File: src/rtl/dfg_pkg.sv
// Package: shared exception-kind encoding for the double bus fault detector.
package dfg_pkg;
    localparam int KIND_W = 2;

    typedef enum logic [KIND_W-1:0] {
        EXC_OTHER   = 2'b00,
        EXC_BUSERR  = 2'b01,
        EXC_ADDRERR = 2'b10,
        EXC_RESET   = 2'b11
    } exc_kind_e;

    // True for the kinds whose processing phase is guarded.
    function automatic logic kind_guarded(input logic [KIND_W-1:0] k);
        return (k != EXC_OTHER);
    endfunction
endpackage

File: src/rtl/dfg_err_qual.sv
// Error qualifier: merges the error sources into one counted-error pulse.
// Assumes retry only ever qualifies a bus error. Address errors always count.
module dfg_err_qual (
    input  logic bus_err,
    input  logic addr_err,
    input  logic retry,
    output logic err_counted
);
    // A retried bus cycle is dropped; anything else counts.
    always_comb begin
        err_counted = addr_err | (bus_err & ~retry);
    end
endmodule

File: src/rtl/dfg_phase_track.sv
// Phase tracker: remembers whether a guarded exception is in progress.
// Assumes reset itself starts a guarded (reset) exception.
module dfg_phase_track
    import dfg_pkg::*;
(
    input  logic              clk,
    input  logic              rst_n,
    input  logic              exc_start,
    input  logic [KIND_W-1:0] exc_kind,
    input  logic              exc_done,
    output logic              phase_active
);
    logic start_guarded;

    // Decode whether the starting exception is one that arms the detector.
    always_comb begin
        start_guarded = exc_start & kind_guarded(exc_kind);
    end

    // Set on reset or a guarded start, clear on completion; start has priority.
    always_ff @(posedge clk) begin
        if (!rst_n)
            phase_active <= 1'b1;
        else if (start_guarded)
            phase_active <= 1'b1;
        else if (exc_done)
            phase_active <= 1'b0;
    end
endmodule

File: src/rtl/dfg_fault_latch.sv
// Fault latch: sticky double-fault state, cleared only by external reset.
// Assumes phase_active is the registered phase state, so an error that arrives
// with the exception it causes is not counted.
module dfg_fault_latch (
    input  logic clk,
    input  logic rst_n,
    input  logic phase_active,
    input  logic err_counted,
    output logic fault_q
);
    // Latch a counted error seen inside an active phase; hold it until reset.
    always_ff @(posedge clk) begin
        if (!rst_n)
            fault_q <= 1'b0;
        else if (phase_active && err_counted)
            fault_q <= 1'b1;
    end
endmodule

File: src/rtl/dfg_arb_pass.sv
// Arbitration pass: delays the request to a grant through DELAY registers.
// Independent of the fault state, so arbitration keeps working while halted.
module dfg_arb_pass #(
    parameter int DELAY = 1
) (
    input  logic clk,
    input  logic rst_n,
    input  logic req,
    output logic grant
);
    localparam int STAGES = (DELAY < 1) ? 1 : DELAY;

    logic [STAGES-1:0] pipe_q;

    generate
        for (genvar i = 0; i < STAGES; i++) begin : g_stage
            // Each stage takes the previous one; stage 0 takes the request.
            always_ff @(posedge clk) begin
                if (!rst_n)
                    pipe_q[i] <= 1'b0;
                else if (i == 0)
                    pipe_q[i] <= req;
                else
                    pipe_q[i] <= pipe_q[(i == 0) ? 0 : i-1];
            end
        end
    endgenerate

    // The last stage is the grant.
    always_comb begin
        grant = pipe_q[STAGES-1];
    end
endmodule

File: src/rtl/dfault_guard.sv
// Double bus fault detector top. It tracks the guarded exception phase,
// qualifies errors, latches a double fault into a permanent halt and
// passes arbitration through. Assumes synchronous active-low external reset.
module dfault_guard
    import dfg_pkg::*;
#(
    parameter int GRANT_DELAY = 1
) (
    input  logic              clk,
    input  logic              rst_n,
    input  logic              exc_start,
    input  logic [KIND_W-1:0] exc_kind,
    input  logic              exc_done,
    input  logic              bus_err,
    input  logic              addr_err,
    input  logic              retry,
    input  logic              bus_req,
    output logic              bus_grant,
    output logic              halt_pull,
    output logic              fault_flag
);
    logic err_counted;
    logic phase_active;
    logic fault_q;

    dfg_err_qual u_qual (
        .bus_err     (bus_err),
        .addr_err    (addr_err),
        .retry       (retry),
        .err_counted (err_counted)
    );

    dfg_phase_track u_phase (
        .clk          (clk),
        .rst_n        (rst_n),
        .exc_start    (exc_start),
        .exc_kind     (exc_kind),
        .exc_done     (exc_done),
        .phase_active (phase_active)
    );

    dfg_fault_latch u_latch (
        .clk          (clk),
        .rst_n        (rst_n),
        .phase_active (phase_active),
        .err_counted  (err_counted),
        .fault_q      (fault_q)
    );

    dfg_arb_pass #(.DELAY(GRANT_DELAY)) u_arb (
        .clk   (clk),
        .rst_n (rst_n),
        .req   (bus_req),
        .grant (bus_grant)
    );

    // Drive the halt line and the flag from the latched fault.
    always_comb begin
        fault_flag = fault_q;
        halt_pull  = fault_q;
    end
endmodule

File: config.mk
export PLATFORM = sky130hd
export DESIGN_NAME = dfault_guard
export DESIGN_NICKNAME = d
export VERILOG_FILES = /design/src/rtl/dfg_pkg.sv /design/src/rtl/dfg_err_qual.sv /design/src/rtl/dfg_phase_track.sv /design/src/rtl/dfg_fault_latch.sv /design/src/rtl/dfg_arb_pass.sv /design/src/rtl/dfault_guard.sv
export SDC_FILE = /design/constraint.sdc
export NUM_CORES = 1
export LEC_CHECK = 0
export BUFFER_PORTS_ARGS = -buffer_cell sky130_fd_sc_hd__buf_2
export CORE_AREA = 2 2 39 41
export DETAILED_ROUTE_END_ITERATION = 7
export DIE_AREA = 0 0 41 43
export MAX_ROUTING_LAYER = met4
export SLEW_MARGIN = 20
export SYNTH_ARGS = -nofsm -noshare
export SYNTH_HDL_FRONTEND = slang
export SYNTH_HIERARCHICAL = 1
export SYNTH_SLANG_ARGS = --single-unit
File: constraint.sdc
create_clock -name clk -period 0.88 [get_ports clk]
set_input_delay 0.132 -clock clk [delete_from_list [all_inputs] [get_ports clk]]
set_output_delay 0.132 -clock clk [all_outputs]
set_load 0.01 [all_outputs]
* Word-level counts from Yosys, hierarchy flattened
Cells that the tools add are included.
Word-level totals: register bits after elaboration 3, logic and storage cells 11, bits of input ports 10, output and inout bits 3
Cells by class: bitwise logic cells 5, reductions and logical operators 3
Operators with widths (number):
- $and A1 B1 Y1 | 2
- $not A1 Y1 | 2
- $reduce_bool A2 Y1 | 1
- $reduce_or A2 Y1 | 1
- $logic_and A1 B1 Y1 | 1
- $or A1 B1 Y1 | 1

* Longest topological paths before layout
depth after elaboration 4, depth in mapped cells 4, gate-level depth less buffers 4

* Modules after synthesis
Netlist, hierarchy kept.
By module, submodules not included:
- dfg_phase_track | instances 1, seq. area each 20.0 um^2, area each 36.3 um^2, cells each 4
- dfg_fault_latch | instances 1, seq. area each 20.0 um^2, area each 31.3 um^2, cells each 3
- dfg_arb_pass | instances 1, seq. area each 20.0 um^2, area each 26.3 um^2, cells each 2
- dfg_err_qual | instances 1, seq. area each 0.0 um^2, area each 11.3 um^2, cells each 2
- dfault_guard | instances 1, seq. area each 0.0 um^2, area each 7.5 um^2, cells each 1

* Worst setup path after synthesis
Ideal clock, no wire load.
kind register to output, from register u_latch.fault_q, to output halt_pull, data required time 0.748 ns, arrival time 0.507 ns, stages on the path, launching flop included 2, buffers on the path 1, setup slack 0.241 ns, cell sequence dfxtp_1 -> buf_4
RTL lines:
- start, declared | RTL line dfg_fault_latch.sv:9 | output logic fault_q
- start signal, assigned | RTL line dfg_fault_latch.sv:14 | fault_q <= 1'b0;
- start signal, assigned | RTL line dfg_fault_latch.sv:16 | fault_q <= 1'b1;
- end, declared | RTL line dfault_guard.sv:19 | output logic halt_pull,
No word-level cell between the ends.

* Worst setup path in the final report
from register u_latch.fault_q, to output fault_flag
RTL lines:
- end, declared | RTL line dfault_guard.sv:20 | output logic fault_flag
No word-level cell between the ends.

==> metrics.log <==
INFO  metric run_status = finished clean
INFO  metric synthDominantCellAreaShare = 53.3%
INFO  metric maximum_number_of_pins_on_one_net_before_global_route_repair = 4
INFO  metric setup_tns = 0 ns
INFO  metric global_route_wire_length_before_repair = 434 um
INFO  metric max_freq = 1210 MHz
INFO  metric ys_seq_elements = 3
INFO  metric timing.final.max_slew_violations = 0
INFO  metric rr_startpoint = u_phase/phase_active$_SDFFE_PP1P_
INFO  metric drt_drc_violations_left = 0
INFO  metric cp.required = 0.75 ns
INFO  metric reg2reg_setup_slack = roughly 0.29 ns
INFO  metric gp_routability_congestion = roughly 0.51
INFO  metric worst_stage_delay_on_the_critical_path = 0.33 ns
INFO  metric crit-reg2reg-capture = u_latch/fault_q$_SDFFE_PN0P_
INFO  metric design.core.area = 0.00138 mm^2
INFO  metric post-route-util = 15.3%
INFO  metric crit_path_start_kind = flip-flop
INFO  metric synthDominantAreaCellType = sky130_fd_sc_hd__dfxtp_1
INFO  metric met2_wirelength = 125 um
INFO  metric synth_enable_flop_cells = 0
INFO  metric port_buffers = 12
INFO  metric post_cts_buffers = 0
INFO  metric antenna_found_initial = 0
INFO  metric cp_top_family = flip-flops
INFO  metric ctsHoldBuffers = 0
INFO  metric clkLatencyLatePin = 0.23 ns
INFO  metric routed_via_density = slightly below 3
INFO  metric tritoncts.num_buffers = 3
INFO  metric crit_start = u_latch/fault_q$_SDFFE_PN0P_
INFO  metric syn_area = between 100 and 150 um^2
INFO  metric cts_max_path_buffers = 2
INFO  metric synth.net_count = 22
INFO  metric synth_top_flop_cell = sky130_fd_sc_hd__dfxtp_1
INFO  metric reg2reg_depth = 2
INFO  metric detailedRoute.firstIterationViolations = 0
INFO  metric timing.final.setup_violations = 0
INFO  metric synth_most_common_cell = sky130_fd_sc_hd__dfxtp_1
INFO  metric timing.critical_path.to = fault_flag
INFO  metric post_synth_num_cell_types = 10
INFO  metric h-tree-depth = 1
INFO  metric synthArstFlopShare = 0%
INFO  metric final_layout_size_suffix_gt1_share = 55.6%
INFO  metric min_period_over_period = approximately 94%
INFO  metric layout.nets = 38
INFO  metric crit_path_max_fanout = 3
INFO  metric grt_use_total = 4.73%
INFO  metric crit_cells = 1
INFO  metric fin_worst_skew = 0.0000112 ns
INFO  metric postSynthCellCount = 12
INFO  metric cts_resized = 0
INFO  metric worstSetupPathType = flip-flop to output pin
INFO  metric crit_path_end_kind = output pin
INFO  metric synthesis.yosys.warnings = 6
INFO  metric tritoncts = yes
INFO  metric worstMarginPinSlew = between 0.1 and 0.15 ns
INFO  metric ir_worst_vdd = approximately 0.34 mV
INFO  metric holdCritStartpoint = bus_req
INFO  metric wl_per_cell = 6.14 um
INFO  metric cts.sinks = 3
INFO  metric avgSynthCellArea = approximately 9.4 um^2
INFO  metric design.die.area = about 0.0018 mm^2
INFO  metric num_vias = 127
INFO  metric die_x = 41 um
INFO  metric power_per_cell_area = 2080 mW/mm^2
INFO  metric design.portCount = 13
INFO  metric register_clock_pin_slew_on_the_reported_worst_setup_and_hold_paths = roughly 0.040 ns
INFO  metric die-height = ~43 um
INFO  metric worst_hold_path.num_cells = 2
INFO  metric rsz0062_at_grt = no
INFO  metric area_growth_syn_to_fin = 87.8%
INFO  metric post-route-min-period = just over 0.8 ns
INFO  metric power.leakage = approximately 0.00011 uW
INFO  metric dr.pass1.iters = 1
INFO  metric final-hold-violation-count = 0
INFO  metric wirelength_met1 = about 99 um
INFO  metric hold_worst_slack = 0.102 ns
INFO  metric maxCapViolations = 0
INFO  metric netlist_top_cells_area = sky130_fd_sc_hd__dfxtp_1 (53%), sky130_fd_sc_hd__a21o_1 (6.7%), sky130_fd_sc_hd__buf_4 (6.7%), sky130_fd_sc_hd__and2_1 (5.6%), sky130_fd_sc_hd__nand2b_1 (5.6%)
INFO  metric rows = 14
INFO  metric num_antenna_cells = 0
INFO  metric max-slew-margin-rel = about nine tenths
INFO  metric grt_pass1_vias = between 100 and 150
INFO  metric cp_data_arrival_time = 0.69 ns
INFO  metric slowest_stage = sky130_fd_sc_hd__dfxtp_1
INFO  metric finalWirelength = 264 um
INFO  metric wl_met3 = 39 um
INFO  metric hold_path_class = input pin to flip-flop
INFO  metric grt-ovfl-total = 0
INFO  metric ant_nets = 0
INFO  metric seq_area_frac_synth = 53.3%
INFO  metric ctsRootBufferMaster = sky130_fd_sc_hd__clkbuf_4
INFO  metric maxUsedRoutingLayer = met3
INFO  metric cp_num_buf_inv = 1
INFO  metric initial_utilization = 8.14%
INFO  metric path_cells = buf_2
registers in the layout, summed over array words and instances, names as in the netlist:
signal                flops
u_arb/grant               1
u_latch/fault_q           1
u_phase/phase_active      1
worst min-delay path by stage:
stage | to | slack (ns)
5_1_grt | u_arb/grant$_SDFF_PN0_ | 0.11
6_report | u_arb/grant$_SDFF_PN0_ | 0.10
2_1_floorplan | u_phase/phase_active$_SDFFE_PP1P_ | 0.20
4_1_cts | u_phase/phase_active$_SDFFE_PP1P_ | 0.09
3_5_place_dp | u_phase/phase_active$_SDFFE_PP1P_ | 0.33
3_3_place_gp | u_phase/phase_active$_SDFFE_PP1P_ | 0.33
final cells by class:
cell class / count / area, um^2
fill: 166 / 1170
sequential: 3 / 60.1
timing repair buffer: 12 / 60.1
multi-input combinational: 7 / 41.3
clock buffer: 4 / 26.3
tap: 16 / 20.0
inverter: 1 / 3.75
stage by stage:
step | setup WS (ns) | power, uW | cell area [um^2] | instances
2_1_floorplan | 0.241 | 177 | 113 | 12
3_3_place_gp | 0.196 | 202 | 185 | 39
3_5_place_dp | 0.195 | 203 | 185 | 39
4_1_cts | 0.0343 | 456 | 211 | 43
5_1_grt | 0.00581 | 469 | 211 | 43
6_report | 0.0538 | 439 | 211 | 43
kinds of logic (layout without fill, tap and decap cells):
kind of cell	after synthesis	in the layout	synth area share, %
buf+inv	2	17	10.0
simple gates	4	4	21.1
compound gates	3	3	15.5
flops	3	3	53.3
cell usage in the layout, fill, tap and decap left out:
cell type,count
sky130_fd_sc_hd__buf_2,12
sky130_fd_sc_hd__a21oi_1,1
sky130_fd_sc_hd__o21ai_1,1
sky130_fd_sc_hd__nor2b_1,1
sky130_fd_sc_hd__and2_1,1
sky130_fd_sc_hd__clkbuf_4,3
sky130_fd_sc_hd__nand2b_1,1
sky130_fd_sc_hd__nand3_1,1
sky130_fd_sc_hd__clkbuf_1,1
sky130_fd_sc_hd__inv_1,1
sky130_fd_sc_hd__a21o_1,1
sky130_fd_sc_hd__dfxtp_1,3
power by group:
| part | total [uW] | leakage (uW) | switching (uW) | internal, uW |
|---|---|---|---|---|
| clock | 239 | 0.0000150 | 69.5 | 170 |
| sequential | 151 | 0.0000250 | 4.33 | 146 |
| combinational | 49.2 | 0.0000728 | 19.5 | 29.7 |
metal layers:
metal	GRT usage, %	vias to the layer above
li1	-	68
met1	3.85	49
met2	5.00	10
met3	0	0
met4	12.0	0
met5	-	-
Note: power is estimated with default switching activity, not from simulation.
